**src/rtl/bws_pkg.sv**
```systemverilog
package bws_pkg;
  typedef enum logic [1:0] {
    PH_IDLE = 2'd0,
    PH_T1   = 2'd1,
    PH_WAIT = 2'd2,
    PH_T2   = 2'd3
  } phase_e;
endpackage

```
**src/rtl/bws_rdy_qual.sv**
```systemverilog
module bws_rdy_qual #(
  parameter int SYNC_STAGES = 2
) (
  input  logic clk,
  input  logic rst,
  input  logic rdy_in,
  input  logic async_sel,
  output logic rdy_q
);
  logic [SYNC_STAGES-1:0] chain;

  generate
    if (SYNC_STAGES == 1) begin : g_one
      always_ff @(posedge clk) begin
        if (rst) chain <= '0;
        else     chain <= rdy_in;
      end
    end else begin : g_many
      always_ff @(posedge clk) begin
        if (rst) chain <= '0;
        else     chain <= {chain[SYNC_STAGES-2:0], rdy_in};
      end
    end
  endgenerate

  assign rdy_q = async_sel ? chain[SYNC_STAGES-1] : rdy_in;
endmodule

```
**src/rtl/bws_wait_cnt.sv**
```systemverilog
module bws_wait_cnt #(
  parameter int WAIT_W = 2
) (
  input  logic              clk,
  input  logic              rst,
  input  logic              load,
  input  logic [WAIT_W-1:0] load_val,
  input  logic              dec,
  output logic              last_o
);
  logic [WAIT_W-1:0] cnt;

  always_ff @(posedge clk) begin
    if (rst)                    cnt <= '0;
    else if (load)              cnt <= load_val;
    else if (dec && cnt != '0)  cnt <= cnt - 1'b1;
  end

  assign last_o = (cnt == WAIT_W'(1));
endmodule

```
**src/rtl/bus_wait_seq.sv**
```systemverilog
module bus_wait_seq
  import bws_pkg::*;
#(
  parameter int ADDR_W      = 16,
  parameter int DATA_W      = 16,
  parameter int WAIT_W      = 2,
  parameter int SYNC_STAGES = 2
) (
  input  logic              clk,
  input  logic              rst,
  input  logic              start,
  input  logic              wr_in,
  input  logic [ADDR_W-1:0] addr_in,
  input  logic [DATA_W-1:0] wdata_in,
  input  logic [WAIT_W-1:0] cfg_wait,
  input  logic              cfg_async,
  input  logic              rdy_in,
  input  logic [DATA_W-1:0] rdata_in,
  output logic [1:0]        phase_o,
  output logic [ADDR_W-1:0] bus_addr_o,
  output logic [DATA_W-1:0] bus_wdata_o,
  output logic              bus_we_o,
  output logic              done_o,
  output logic [DATA_W-1:0] rdata_o
);
  phase_e            state;
  logic [WAIT_W-1:0] cfg_wait_q;
  logic              cfg_async_q;
  logic              accept_q;
  logic              rdy_q;
  logic              wait_last;

  bws_rdy_qual #(.SYNC_STAGES(SYNC_STAGES)) u_rdy (
    .clk       (clk),
    .rst       (rst),
    .rdy_in    (rdy_in),
    .async_sel (cfg_async_q),
    .rdy_q     (rdy_q)
  );

  bws_wait_cnt #(.WAIT_W(WAIT_W)) u_wcnt (
    .clk      (clk),
    .rst      (rst),
    .load     (state == PH_T1),
    .load_val (cfg_wait_q),
    .dec      (state == PH_WAIT),
    .last_o   (wait_last)
  );

  always_ff @(posedge clk) begin
    if (rst) begin
      state       <= PH_IDLE;
      cfg_wait_q  <= '0;
      cfg_async_q <= 1'b0;
      accept_q    <= 1'b0;
      bus_addr_o  <= '0;
      bus_wdata_o <= '0;
      bus_we_o    <= 1'b0;
      done_o      <= 1'b0;
      rdata_o     <= '0;
    end else begin
      done_o <= 1'b0;
      case (state)
        PH_IDLE: begin
          if (start) begin
            state       <= PH_T1;
            cfg_wait_q  <= cfg_wait;
            cfg_async_q <= cfg_async;
            bus_addr_o  <= addr_in;
            bus_wdata_o <= wdata_in;
            bus_we_o    <= wr_in;
            accept_q    <= 1'b0;
          end
        end
        PH_T1: begin
          state <= (cfg_wait_q != '0) ? PH_WAIT : PH_T2;
        end
        PH_WAIT: begin
          if (wait_last) begin
            state <= PH_T2;
            if (cfg_async_q && rdy_q) accept_q <= 1'b1;
          end
        end
        PH_T2: begin
          if (accept_q || rdy_q) begin
            state  <= PH_IDLE;
            done_o <= 1'b1;
            if (!bus_we_o) rdata_o <= rdata_in;
          end
        end
        default: state <= PH_IDLE;
      endcase
    end
  end

  assign phase_o = state;
endmodule

```
**config.mk**
```make
export PLATFORM = sky130hd
export DESIGN_NAME = bus_wait_seq
export DESIGN_NICKNAME = d
export VERILOG_FILES = /design/src/rtl/bws_pkg.sv /design/src/rtl/bws_rdy_qual.sv /design/src/rtl/bws_wait_cnt.sv /design/src/rtl/bus_wait_seq.sv
export SDC_FILE = /design/constraint.sdc
export NUM_CORES = 1
export LEC_CHECK = 0
export BUFFER_PORTS_ARGS = -buffer_cell sky130_fd_sc_hd__buf_4
export CORE_MARGIN = 3
export CORE_UTILIZATION = 42
export DETAILED_ROUTE_END_ITERATION = 12
export HOLD_SLACK_MARGIN = 0.1
export PLACE_DENSITY = 0.79
export SLEW_MARGIN = 20
export SYNTH_ARGS = -nofsm -noshare
export SYNTH_HDL_FRONTEND = slang
export SYNTH_SLANG_ARGS = --single-unit
```
**constraint.sdc**
```tcl
create_clock -name clk -period 1.38 [get_ports clk]
set_input_delay 0.276 -clock clk [delete_from_list [all_inputs] [get_ports clk]]
set_output_delay 0.276 -clock clk [all_outputs]
set_load 0.02 [all_outputs]
```
==> Word-level counts from Yosys, hierarchy flattened <==
Cells that the tools add are included.
{ "word_totals": {"regBits": 60, "inputBits": 56, "out_inout_bits": 52} }
{ "classes": {"add_sub_neg": 1, "eq_ne": 8, "n_mux": 13, "n_bitwise": 2, "n_reduce_logical": 13} }
{ "ops": {"columns": ["operator", "n"], "rows": [
  ["$mux W2", 5],
  ["$ne A2 B2 Y1 const B", 4],
  ["$pmux W2 S4", 1],
  ["$reduce_bool A2 Y1", 4],
  ["$mux W1", 6],
  ["$reduce_and A3 Y1", 2],
  ["$eq A2 B1 Y1 const B", 2],
  ["$eq A2 B2 Y1 const B", 2],
  ["$reduce_and A4 Y1", 1],
  ["$logic_and A1 B1 Y1", 2],
  ["$logic_not A2 Y1", 1],
  ["$not A1 Y1", 2],
  ["$pmux W1 S2", 1],
  ["$reduce_and A2 Y1", 1],
  ["$reduce_or A2 Y1", 1],
  ["$sub A2 B1 Y2 const B", 1],
  ["$logic_or A1 B1 Y1", 1]
]} }

==> Depth between registers and ports, before layout <==
Gate-level depths: netlist (run 1).
{ "depth": {"ltp_word": 5, "ltp_mapped": 7, "mapped_depth_nobuf": 5} }

==> Cells and area by module <==
A second synthesis (run 1) with hierarchy kept.
{ "unflattened": {"hier_cells": 277, "hier_area_um2": 2288.4} }
{ "modules_own_cells": {"columns": ["mod", "instances", "cells_per_inst", "area_per_inst_um2", "seq_area_each_um2"], "rows": [
  ["bus_wait_seq", 1, 257, 2082.0, 1121.1],
  ["bws_wait_cnt", 1, 15, 138.9, 40.0],
  ["bws_rdy_qual", 1, 5, 67.6, 40.0]
]} }

==> Worst setup path before layout (run 1) <==
OpenSTA, ideal clock, no wires.
{ "synth_timing": {"kind": "register to register", "start": "register state[0] (netlist: phase_o[0])", "end": "register bus_addr_o[10]", "setup_time_ps": 70, "arrival_ps": 1513, "slack_ps": -204, "path_stages_with_launch": 7, "n_path_buf": 1, "path_cell_list": "dfxtp_1 > inv_1 > ha_1 > nand2_1 > clkbuf_1 > nand2_1 > a21oi_1"} }
{ "synth_between": {"elab_chain_cells": 2} }
{ "synth_lines": {"columns": ["element", "line", "text"], "rows": [
  ["start, declared", "bus_wait_seq.sv:26", "phase_e state;"],
  ["start signal, assigned", "bus_wait_seq.sv:76", "state <= (cfg_wait_q != '0) ? PH_WAIT : PH_T2;"],
  ["$logic_not A2 Y1", "bus_wait_seq.sv:63", "case (state)"],
  ["$reduce_and A2 Y1 (no line)", null, null],
  ["end signal, assigned", "bus_wait_seq.sv:69", "bus_addr_o <= addr_in;"],
  ["end, declared", "bus_wait_seq.sv:20", "output logic [ADDR_W-1:0] bus_addr_o,"]
]} }
No other way between the ends.
A chain may end at the register's enable or synchronous reset.

==> Worst setup path after layout (run 1) <==
{ "layout_timing": {"start": "register state[0] (netlist: phase_o[0])", "end": "register u_wcnt.cnt[0]"} }
{ "layout_between": {"elab_chain_cells": 3, "elab_cells_between_ends": 5} }
{ "layout_lines": {"columns": ["element", "line", "text"], "rows": [
  ["$eq A2 B2 Y1", "bus_wait_seq.sv:46", ".dec (state == PH_WAIT),"],
  ["net u_wcnt.dec", "bws_wait_cnt.sv:8", "input logic dec,"],
  ["$logic_and A1 B1 Y1", "bws_wait_cnt.sv:16", "else if (dec && cnt != '0) cnt <= cnt - 1'b1;"],
  ["$reduce_bool A2 Y1 (no line)", null, null],
  ["end signal, assigned", "bws_wait_cnt.sv:15", "else if (load) cnt <= load_val;"],
  ["end signal, assigned", "bws_wait_cnt.sv:16", null],
  ["end, declared", "bws_wait_cnt.sv:11", "logic [WAIT_W-1:0] cnt;"]
]} }
The timed path passes the listed nets, and every way through them passes these cells.

==> metrics.yaml, run 1 <==
fp.dieH_um: 80.7
path_cells: "inv_4, ha_4, buf_4, nor2b_1, xnor2_1, a211oi_1"
cp_max_fo: 4
regArea_um2: 1210
vias_per_cell: 4.67
cp.arrival_ps: 1550
p_comb_share_pct: 37.4
hold_violations: 0
status: "finished, final reports clean"
slew_viol_final: 0
die_x_um: 80.7
dieArea_um2: 6510
syn_area_um2: 2340
internal_power_mw: 3.61
drt-wirelength-per-cell_um: 12.3
grt_antenna_before_repair: 0
rsz0062_at_grt: "true"
dp.cells: 448
path_clk_slew_ps: 60
p_per_area_nw_per_um2: 1560
num_vias: 2180
synth_cells: 277
synth_ff_type: "dfxtp_1"
netlist_top_cells_count: "nand2_1 (110), dfxtp_1 (60), a21oi_1 (37)"
synth.area.top_cells: "dfxtp_1 (51%), nand2_1 (18%), a21oi_1 (7.9%), mux2i_1 (7.7%), ha_1 (3.2%)"
clkPwrFrac_pct: 23.1
layoutNonFillerInstCount: 467
reg2reg_depth: 6
sw_frac_of_total_pct: 34.7
ys_seq_area_share_pct: 51.2
clock_skew_ps: 9.22
relSlewSlack_pct: 82.3
synth-async-reset-ratio_pct: 0
synth_top_area_share_pct: 51.2
vdd_ir_drop_max_v: 0.00111
area_growth_pct: 50.7
fmax_mhz: 762
leakage_nw: 1.57
totalWireLength_um: 5750
synth-seq-cells: 60
hpwlAfterDp_um: 4110
path_class: "reg2reg"
start_kind: "flop"
ys_warn_count: 0
hold_buffers: 0
ios: 108
place_congestion: 0.766
required_ps: 1610
cp_num_buf_inv: 2
multiInputGateArea_um2: 1080
r2r_slack_ps: 70
finalWorstSetupSlack_ps: 67.7
hold_path_class: "in2reg"
clock_sink_count: 60
root_buffer: "clkbuf_8"
path_delay_family: "flip-flops"
timing.final.crit_share_pct: 95.1
num_antenna_cells: 0
portBuffers: 107
core_area_um2: 5240
grt.total_usage_pct: 18.2
endpoint: "u_wcnt.cnt[0]$_SDFFE_PP0P_"
n_fill_cell: 447
power.switching_mw: 1.92
synth_largest_area_cell: "dfxtp_1"
start_util_pct: 44.8
drt_first_iter_violations: 69
synth_cell_type_count: 26
ctsLongestPathBuffers: 2
nets: 455
cts_tree: "built"
grt-ovfl-total: 0
reg2reg_from: "phase_o[0]$_SDFFE_PP0P_"
fin_crit_ps: 1310
htreeDepth: 3
end_kind: "flop"
grt_pass1_vias: 2146
p_seq_share_pct: 39.5
setup_violations: 0
syn_avg_cell_area_um2: 8.46
grt_pass1_wl_um: 9180
syn-num-nets: 339
rr_endpoint: "u_wcnt.cnt[0]$_SDFFE_PP0P_"
drive_above_1_share_pct: 37.3
synth_edf_count: 0
drt_pass1_iterations: 4
p_total_mw: 5.53
clock_latency_ps: 330
rows: 26
synth_most_common_cell: "nand2_1"
drtAntennaViolNets: 0
crit_path_start: "phase_o[0]$_SDFFE_PP0P_"
max_stage_delay_ps: 370
drc_errors: 0
worst_slew_pin_slew_ps: 260
max_cap_violations: 0
pre_cts_ws_ps: -105
cp_slowest_cell: "dfxtp_4"
cp.depth: 6
grt_max_degree: 39
cts_buffers: 9
## sequential cells by signal (all words and copies together), names as in the netlist
register and flops:
accept_q 1, bus_addr_o 16, bus_wdata_o 16, bus_we_o 1, cfg_async_q 1, cfg_wait_q 2
done_o 1, phase_o 2, rdata_o 16, u_rdy.chain 2, u_wcnt.cnt 2
## per-stage QoR
stage	utilization [%]	setup TNS (ps)	cell area (um^2)	hold WS, ps
6_report	67.5	0	3530	182
5_1_grt	67.5	-7.14	3530	172
4_1_cts	66.6	0	3490	165
3_5_place_dp	62.6	-1360	3280	427
3_3_place_gp	62.6	-1230	3280	442
2_1_floorplan	-	0	2360	404
## layer usage
| layer | GRT usage, % | share of wire, % | up-vias |
|---|---|---|---|
| met4 | 6.08 | 0.54 | 0 |
| met5 | 0 | 0 | - |
| met1 | 20.3 | 42 | 985 |
| met3 | 8.30 | 8.1 | 6 |
| li1 | - | - | 1125 |
| met2 | 30.8 | 49 | 64 |
## how the worst min path moves through the flow
stage                          startpoint                         end  slack, ps  depth (start not counted)
4_1_cts                            rdy_in   u_rdy.chain[0]$_SDFF_PP0_        160                          2
5_1_grt                      rdata_in[13]    rdata_o[13]$_SDFFE_PP0P_        170                          3
3_3_place_gp   bus_addr_o[8]$_SDFFE_PP0P_  bus_addr_o[8]$_SDFFE_PP0P_        440                          2
6_report                           rdy_in   u_rdy.chain[0]$_SDFF_PP0_        180                          2
2_1_floorplan                      rdy_in   u_rdy.chain[0]$_SDFF_PP0_        400                          1
3_5_place_dp    u_rdy.chain[0]$_SDFF_PP0_   u_rdy.chain[1]$_SDFF_PP0_        430                          1
## placed cells by master (no fill, tap or decap), types with 2 or more instances in the layout
master	instances
buf_12	4
nor2b_4	2
a21oi_1	37
inv_1	5
inv_4	2
dfxtp_4	2
clkbuf_8	9
clkinv_2	3
dfxtp_1	58
nand2_1	110
buf_4	118
ha_4	2
nor2b_1	4
ha_1	3
clkinvlp_4	2
mux2i_1	18
## power by group through the flow
stage / combinational, mW / clock [mW] / sequential [mW]
finish: 2.07 / 1.28 / 2.18
global route: 2.28 / 1.42 / 2.22
CTS: 1.98 / 1.32 / 2.17
detailed placement: 1.92 / 0 / 2.20
global placement: 1.89 / 0 / 2.18
floorplan: 0.858 / 0 / 2.45
## timing repair
item | in CTS | in global routing
resized for setup | 5 | 7
hold endpoints to repair | 0 | 0
pin swaps | 2 | 2
buffers inserted | 3 | 1
endpoints found under the setup margin | 19 | 3
## cell type report
type                            count  area share [%]
Multi-Input combinational cell    193            30.6
Inverter                            7           0.885
Timing Repair Buffer              122            27.3
Sequential cell                    60            34.2
Clock buffer                       10            3.61
Tap cell                           70            2.48
Clock inverter                      5           0.850
## kinds of logic (layout without fill, tap and decap cells)
logic type / after synthesis / in the layout / synth area share [%]
AND/OR/NAND/NOR: 123 / 123 / 21.2
flip-flops: 60 / 60 / 51.2
AO/OA/AOI/OAI: 44 / 44 / 10.8
buffers and inverters: 24 / 144 / 4.91
multiplexers: 19 / 19 / 8.27
adder cells (fa/ha/maj): 6 / 6 / 3.20
XOR/XNOR: 1 / 1 / 0.374
Note: power is estimated with default switching activity, not from simulation.
==> run 2: changes to the inputs <==
Settings changed: CELL_PAD_IN_SITES_DETAIL_PLACEMENT from default to 1, CELL_PAD_IN_SITES_GLOBAL_PLACEMENT from default to 1, CORE_UTILIZATION 42 to 29, PLACE_DENSITY 0.79 to 0.77.
==> run 2 against run 1 <==
  * Final cell count up 6.9%
  * Die area up 41%
  * Routed wire length up 15%
  * Sequential cell count unchanged
  * Worst setup slack worse by 36 ps
  * Register-to-register slack worse by 40 ps
  * Via count up 2.6%
  * Non-clock buffer count unchanged
  * Largest power group is now combinational logic
  * Fmax down 2.6%
  * First-iteration DRC count down 14%
  * Hold slack better by 1.1 ps
  * Combinational power up 6%
==> metrics.yaml, run 2 (synthesized netlist as in run 1, its figures left out) <==
status: "finished, final reports clean"  # unchanged
max_cap_violations: 0  # unchanged
hold_violations: 0  # unchanged
fp.dieH_um: 95.9  # was 80.7 um
hpwlAfterDp_um: 4790  # was 4110 um
p_comb_share_pct: 38.0  # was 37.4%
grt_antenna_before_repair: 0  # unchanged
layout_commonest_cell: "buf_4"  # unchanged
fin_util_pct: 46.1  # was 67.5%
finalWorstSetupSlack_ps: 32.1  # was 67.7 ps
cp_max_fo: 4  # unchanged
r2r_slack_ps: 30  # was 70 ps
end_kind: "flop"  # unchanged
worst_slew_pin_slew_ps: 303  # was 260 ps
clock_sink_count: 60  # unchanged
fmax_mhz: 742  # was 762 MHz
rows: 32  # was 26
ctsLongestPathBuffers: 2  # unchanged
relSlewSlack_pct: 79.8  # was 82.3%
rsz0062_at_grt: "true"  # unchanged
p_per_area_nw_per_um2: 1600  # was 1560 nW/um^2
ios: 108  # unchanged
drt-wirelength-per-cell_um: 13.3  # was 12.3 um
start_util_pct: 30.0  # was 44.8%
area_growth_pct: 53.5  # was 50.7%
dieArea_um2: 9200  # was 6510 um^2
grt_pass1_vias: 2326  # was 2146
hold_path_class: "in2reg"  # unchanged
setup_violations: 0  # unchanged
cts_buffers: 9  # unchanged
regArea_um2: 1210  # unchanged
fin_crit_ps: 1350  # was 1310 ps
clock_skew_ps: 9.19  # was 9.22 ps
drt_first_iter_violations: 59  # was 69
leakage_nw: 1.58  # was 1.57 nW
vdd_ir_drop_max_v: 0.000806  # was 0.00111 V
clkPwrFrac_pct: 24.3  # was 23.1%
root_buffer: "clkbuf_8"  # unchanged
num_antenna_cells: 0  # unchanged
final_cell_mix: "buf_4 (117), nand2_1 (110), dfxtp_1 (58), a21oi_1 (37), mux2i_1 (18)"  # was buf_4 (118), nand2_1 (110), dfxtp_1 (58), a21oi_1 (37), mux2i_1 (18)
multiInputGateArea_um2: 1080  # about the same
drc_errors: 0  # unchanged
place_congestion: 0.696  # was 0.766
reg2reg_depth: 6  # unchanged
grt-ovfl-total: 0  # unchanged
htreeDepth: 3  # unchanged
clock_latency_ps: 330  # about the same
drt_pass1_iterations: 4  # unchanged
path_class: "reg2reg"  # unchanged
n_fill_cell: 944  # was 447
num_vias: 2237  # was 2180
grt_pass1_wl_um: 10500  # was 9180 um
core_area_um2: 7810  # was 5240 um^2
portBuffers: 107  # unchanged
nets: 455  # unchanged
reg_top3: "bus_addr_o: 16 flops, bus_wdata_o: 16 flops, rdata_o: 16 flops"  # unchanged
power.switching_mw: 2.00  # was 1.92 mW
vias_per_cell: 4.48  # was 4.67
die_x_um: 95.9  # was 80.7 um
rr_endpoint: "u_wcnt.cnt[0]$_SDFFE_PP0P_"  # unchanged
hold_buffers: 0  # unchanged
sw_frac_of_total_pct: 34.7  # about the same
p_seq_share_pct: 37.7  # was 39.5%
grt_max_degree: 39  # unchanged
min_from: "rdy_in"  # unchanged
whs_path_depth: 2  # unchanged
path_clk_slew_ps: 60  # about the same
timing.final.crit_share_pct: 97.7  # was 95.1%
internal_power_mw: 3.76  # was 3.61 mW
start_kind: "flop"  # unchanged
drtAntennaViolNets: 0  # unchanged
holdPathEnd: "u_rdy.chain[0]$_SDFF_PP0_"  # unchanged
totalWireLength_um: 6620  # was 5750 um
pre_cts_ws_ps: -167  # was -105 ps
cts_tree: "built"  # unchanged
reg2reg_from: "phase_o[1]$_SDFFE_PP0P_"  # was phase_o[0]$_SDFFE_PP0P_
cp.arrival_ps: 1590  # was 1550 ps
slew_viol_final: 0  # unchanged
grt.total_usage_pct: 14.5  # was 18.2%
drive_above_1_share_pct: 37.8  # was 37.3%
required_ps: 1620  # was 1610 ps
run 2: cell count changes in the layout (fill, tap and decap cells not counted), sizes merged:
cell	delta
clkinv	-1
clkbuf	+1
run 2: critical path, stage by stage, from the launching register on:
cell      delay, ps
dfxtp_4         370
buf_6           120
ha_4            150
buf_4           140
nor2b_1         150
xnor2_1         130
a211oi_1        210
run 2: area by class of cell:
cell class | instances | share of cell area, %
flip-flops and latches | 60 | 33.6
multi-input cells | 193 | 30.1
repair buffers | 122 | 26.9
clock buffers | 11 | 4.21
well taps | 102 | 3.55
inverters | 7 | 0.869
clock inverters | 4 | 0.695
run 2: power groups by stage:
stage / Sequential, mW / Clock, mW / Combinational [mW]
after floorplan: 2.45 / 0 / 0.858
after global placement: 2.18 / 0 / 1.96
after detailed placement: 2.19 / 0 / 2.01
after CTS: 2.16 / 1.45 / 2.13
after global routing: 2.21 / 1.55 / 2.41
final: 2.17 / 1.40 / 2.19
run 2: routing by layer:
metal | vias to the layer above | global-route usage [%] | share of wire (%)
met1 | 1039 | 16.0 | 41
met4 | 0 | 5.69 | 0.86
met2 | 66 | 25.2 | 50
li1 | 1125 | - | -
met3 | 7 | 5.47 | 8.3
met5 | - | 0 | 0
run 2: timing repair:
item,4_1_cts,5_1_grt
pin swaps,1,3
setup buffers,1,1
hold endpoints to repair,0,0
resized for setup,9,5
endpoints found under the setup margin,18,4
cloned,0,0
run 2: worst max path at each step:
stage	start	end	slack (ps)	cells past startpoint
2_1_floorplan	phase_o[0]$_SDFFE_PP0P_	phase_o[0]$_SDFFE_PP0P_	20	5
3_3_place_gp	phase_o[1]$_SDFFE_PP0P_	rdata_o[3]$_SDFFE_PP0P_	-100	4
3_5_place_dp	phase_o[1]$_SDFFE_PP0P_	rdata_o[11]$_SDFFE_PP0P_	-170	4
4_1_cts	phase_o[1]$_SDFFE_PP0P_	phase_o[1]$_SDFFE_PP0P_	10	5
5_1_grt	phase_o[1]$_SDFFE_PP0P_	u_wcnt.cnt[0]$_SDFFE_PP0P_	-100	6
6_report	phase_o[1]$_SDFFE_PP0P_	u_wcnt.cnt[0]$_SDFFE_PP0P_	30	6
run 2: per-stage QoR:
step | cell area, um^2 | power, mW | hold WS (ps) | instances | TNS [ps]
2_1_floorplan | 2360 | 3.31 | 404 | 277 | 0
3_3_place_gp | 3330 | 4.14 | 442 | 482 | -1510
3_5_place_dp | 3330 | 4.20 | 435 | 482 | -2330
4_1_cts | 3570 | 5.74 | 174 | 498 | 0
5_1_grt | 3600 | 6.17 | 180 | 499 | -145
6_report | 3600 | 5.76 | 183 | 499 | 0
==> run 3: changes to the inputs <==
Settings changed: CORE_MARGIN 3 to 2, RECOVER_POWER from default to 25.
==> run 3 against run 2 <==
  * Register-to-register slack hardly changed
  * Critical endpoint is now phase_o[0]$_SDFFE_PP0P_
  * Highest routed layer unchanged
  * Critical path type unchanged
  * Die area fell by 4.1%
  * Fmax is 1.0% lower
  * Utilization fell by 0.58 points
  * Worst setup slack worse by 14 ps
  * Largest cell class unchanged
  * Count of clock-buffer cells in the layout grew 2
==> metrics.yaml, run 3 (synthesized netlist as in run 1, its figures left out) <==
fin_crit_ps: 1360  # was 1350 ps
placed_cell_area_um2: 3320  # was 3330 um^2
rows: 32  # unchanged
portBuffers: 107  # unchanged
vias_per_cell: 4.53  # was 4.48
setup_violations: 0  # unchanged
status: "finished, final reports clean"  # unchanged
min_from: "wdata_in[9]"  # was rdy_in
grt-ovfl-total: 0  # unchanged
cp.arrival_ps: 1560  # was 1590 ps
layout_commonest_cell: "nand2_1"  # was buf_4
cp_max_fo: 4  # unchanged
clock_skew_ps: 7.01  # was 9.19 ps
dp.cells: 477  # was 482
finalWorstSetupSlack_ps: 18.0  # was 32.1 ps
num_antenna_cells: 0  # unchanged
drc_errors: 0  # unchanged
clock_latency_ps: 320  # was 330 ps
reg_top3: "bus_addr_o: 16 flops, bus_wdata_o: 16 flops, rdata_o: 16 flops"  # unchanged
hold_violations: 0  # unchanged
relSlewSlack_pct: 43.2  # was 79.8%
final_cell_mix: "nand2_1 (110), buf_4 (89), dfxtp_1 (58), a21oi_1 (37), clkbuf_1 (23)"  # was buf_4 (117), nand2_1 (110), dfxtp_1 (58), a21oi_1 (37), mux2i_1 (18)
nets: 453  # was 455
cts_buffers: 9  # unchanged
n_fill_cell: 941  # was 944
max_cap_violations: 0  # unchanged
totalWireLength_um: 6650  # was 6620 um
reg2reg_from: "phase_o[0]$_SDFFE_PP0P_"  # was phase_o[1]$_SDFFE_PP0P_
use_met1_pct: 16.7  # was 16.0%
dieArea_um2: 8820  # was 9200 um^2
hold_buffers: 0  # unchanged
worst_slew_pin_slew_ps: 852  # was 303 ps
path_class: "reg2reg"  # unchanged
drt-wirelength-per-cell_um: 13.4  # was 13.3 um
grt.total_usage_pct: 15.5  # was 14.5%
clock_sink_count: 60  # unchanged
end_kind: "flop"  # unchanged
root_buffer: "clkbuf_8"  # unchanged
fin_util_pct: 45.5  # was 46.1%
p_per_area_nw_per_um2: 1670  # was 1600 nW/um^2
slew_viol_final: 0  # unchanged
drt_pass1_iterations: 4  # unchanged
start_kind: "flop"  # unchanged
required_ps: 1570  # was 1620 ps
drive_above_1_share_pct: 31.2  # was 37.8%
hold_ws_ps: 197  # was 183 ps
grt-busiest-layer: "met2"  # unchanged
layoutNonFillerInstCount: 496  # was 499
area_growth_pct: 50.7  # was 53.5%
timing.final.crit_share_pct: 98.7  # was 97.7%
grt_antenna_before_repair: 0  # unchanged
htreeDepth: 3  # unchanged
core_area_um2: 7770  # was 7810 um^2
pre_cts_ws_ps: -47.8  # was -167 ps
cts_tree: "built"  # unchanged
p_total_mw: 5.91  # was 5.76 mW
fmax_mhz: 734  # was 742 MHz
path_clk_slew_ps: 70  # was 60 ps
met2_usage_pct: 27.4  # was 25.2%
crit_path_start: "phase_o[0]$_SDFFE_PP0P_"  # was phase_o[1]$_SDFFE_PP0P_
rsz0062_at_grt: "true"  # unchanged
timing.setup.tns_ps: 0  # unchanged
grt_pass1_wl_um: 10600  # was 10500 um
num_vias: 2246  # was 2237
die_x_um: 93.9  # was 95.9 um
drt_first_iter_violations: 51  # was 59
hold_path_class: "in2reg"  # unchanged
ctsLongestPathBuffers: 2  # unchanged
drtAntennaViolNets: 0  # unchanged
vdd_ir_drop_max_v: 0.000642  # was 0.000806 V
leakage_nw: 1.50  # was 1.58 nW
start_util_pct: 30.2  # was 30.0%
grt_pass1_vias: 2308  # was 2326
grt_use_met3_pct: 5.78  # was 5.47%
final_area_um2: 3530  # was 3600 um^2
place_congestion: 0.843  # was 0.696
fp.dieH_um: 93.9  # was 95.9 um
ios: 108  # unchanged
grt_max_degree: 41  # was 39
hpwlAfterDp_um: 4900  # was 4790 um
run 3: changes by cell type in the layout (fill, tap and decap cells not counted), moves of 2 or more:
| cell | previous run | this run |
|---|---|---|
| buf_4 | 117 | 89 |
| clkbuf_1 | 0 | 23 |
| clkbuf_8 | 11 | 13 |
| clkinv_2 | 2 | 0 |
| clkinvlp_4 | 2 | 0 |
run 3: worst paths after layout:
check	slack, ps	to	cells after the start
worst max-delay path	20	phase_o[0]$_SDFFE_PP0P_	5
worst min-delay path	200	bus_wdata_o[9]$_SDFFE_PP0P_	3
worst max register to register	20	phase_o[0]$_SDFFE_PP0P_	5
worst min register to register	440	u_rdy.chain[1]$_SDFF_PP0_	1
run 3: worst max-delay path, stage by stage, from the launching register on:
cell      delay (ps)
dfxtp_4          360
buf_4            140
ha_1             220
nor4bb_1         140
o31ai_1          260
mux2i_1          110
run 3: final cells by class:
cell class,instances,area [um^2],share of cell area (%)
clock buffers,13,179,5.06
repair buffers,120,878,24.8
multi-input cells,193,1080,30.5
flip-flops and latches,60,1210,34.2
clock inverters,1,30.0,0.850
inverters,7,31.3,0.885
well taps,102,128,3.61
run 3: report_power, final:
part | switching (mW) | total, mW | leakage, nW | internal [mW]
clock network | 0.628 | 1.64 | 0.108 | 1.01
registers | 0.178 | 2.18 | 0.491 | 2.00
logic | 1.12 | 2.09 | 0.896 | 0.969
run 3: repair_timing:
item | in CTS | in global routing
cloned | 0 | 0
gates resized for setup | 11 | 2
buffers inserted | 5 | 0
endpoints found under the setup margin | 3 | 19
pin swaps | 2 | 1
run 3: per-layer routing:
layer  routed length, um  vias up
li1                    -     1118
met1                2790     1047
met2                3260       74
met3                 512        7
met4                  87        0
met5                   0        -
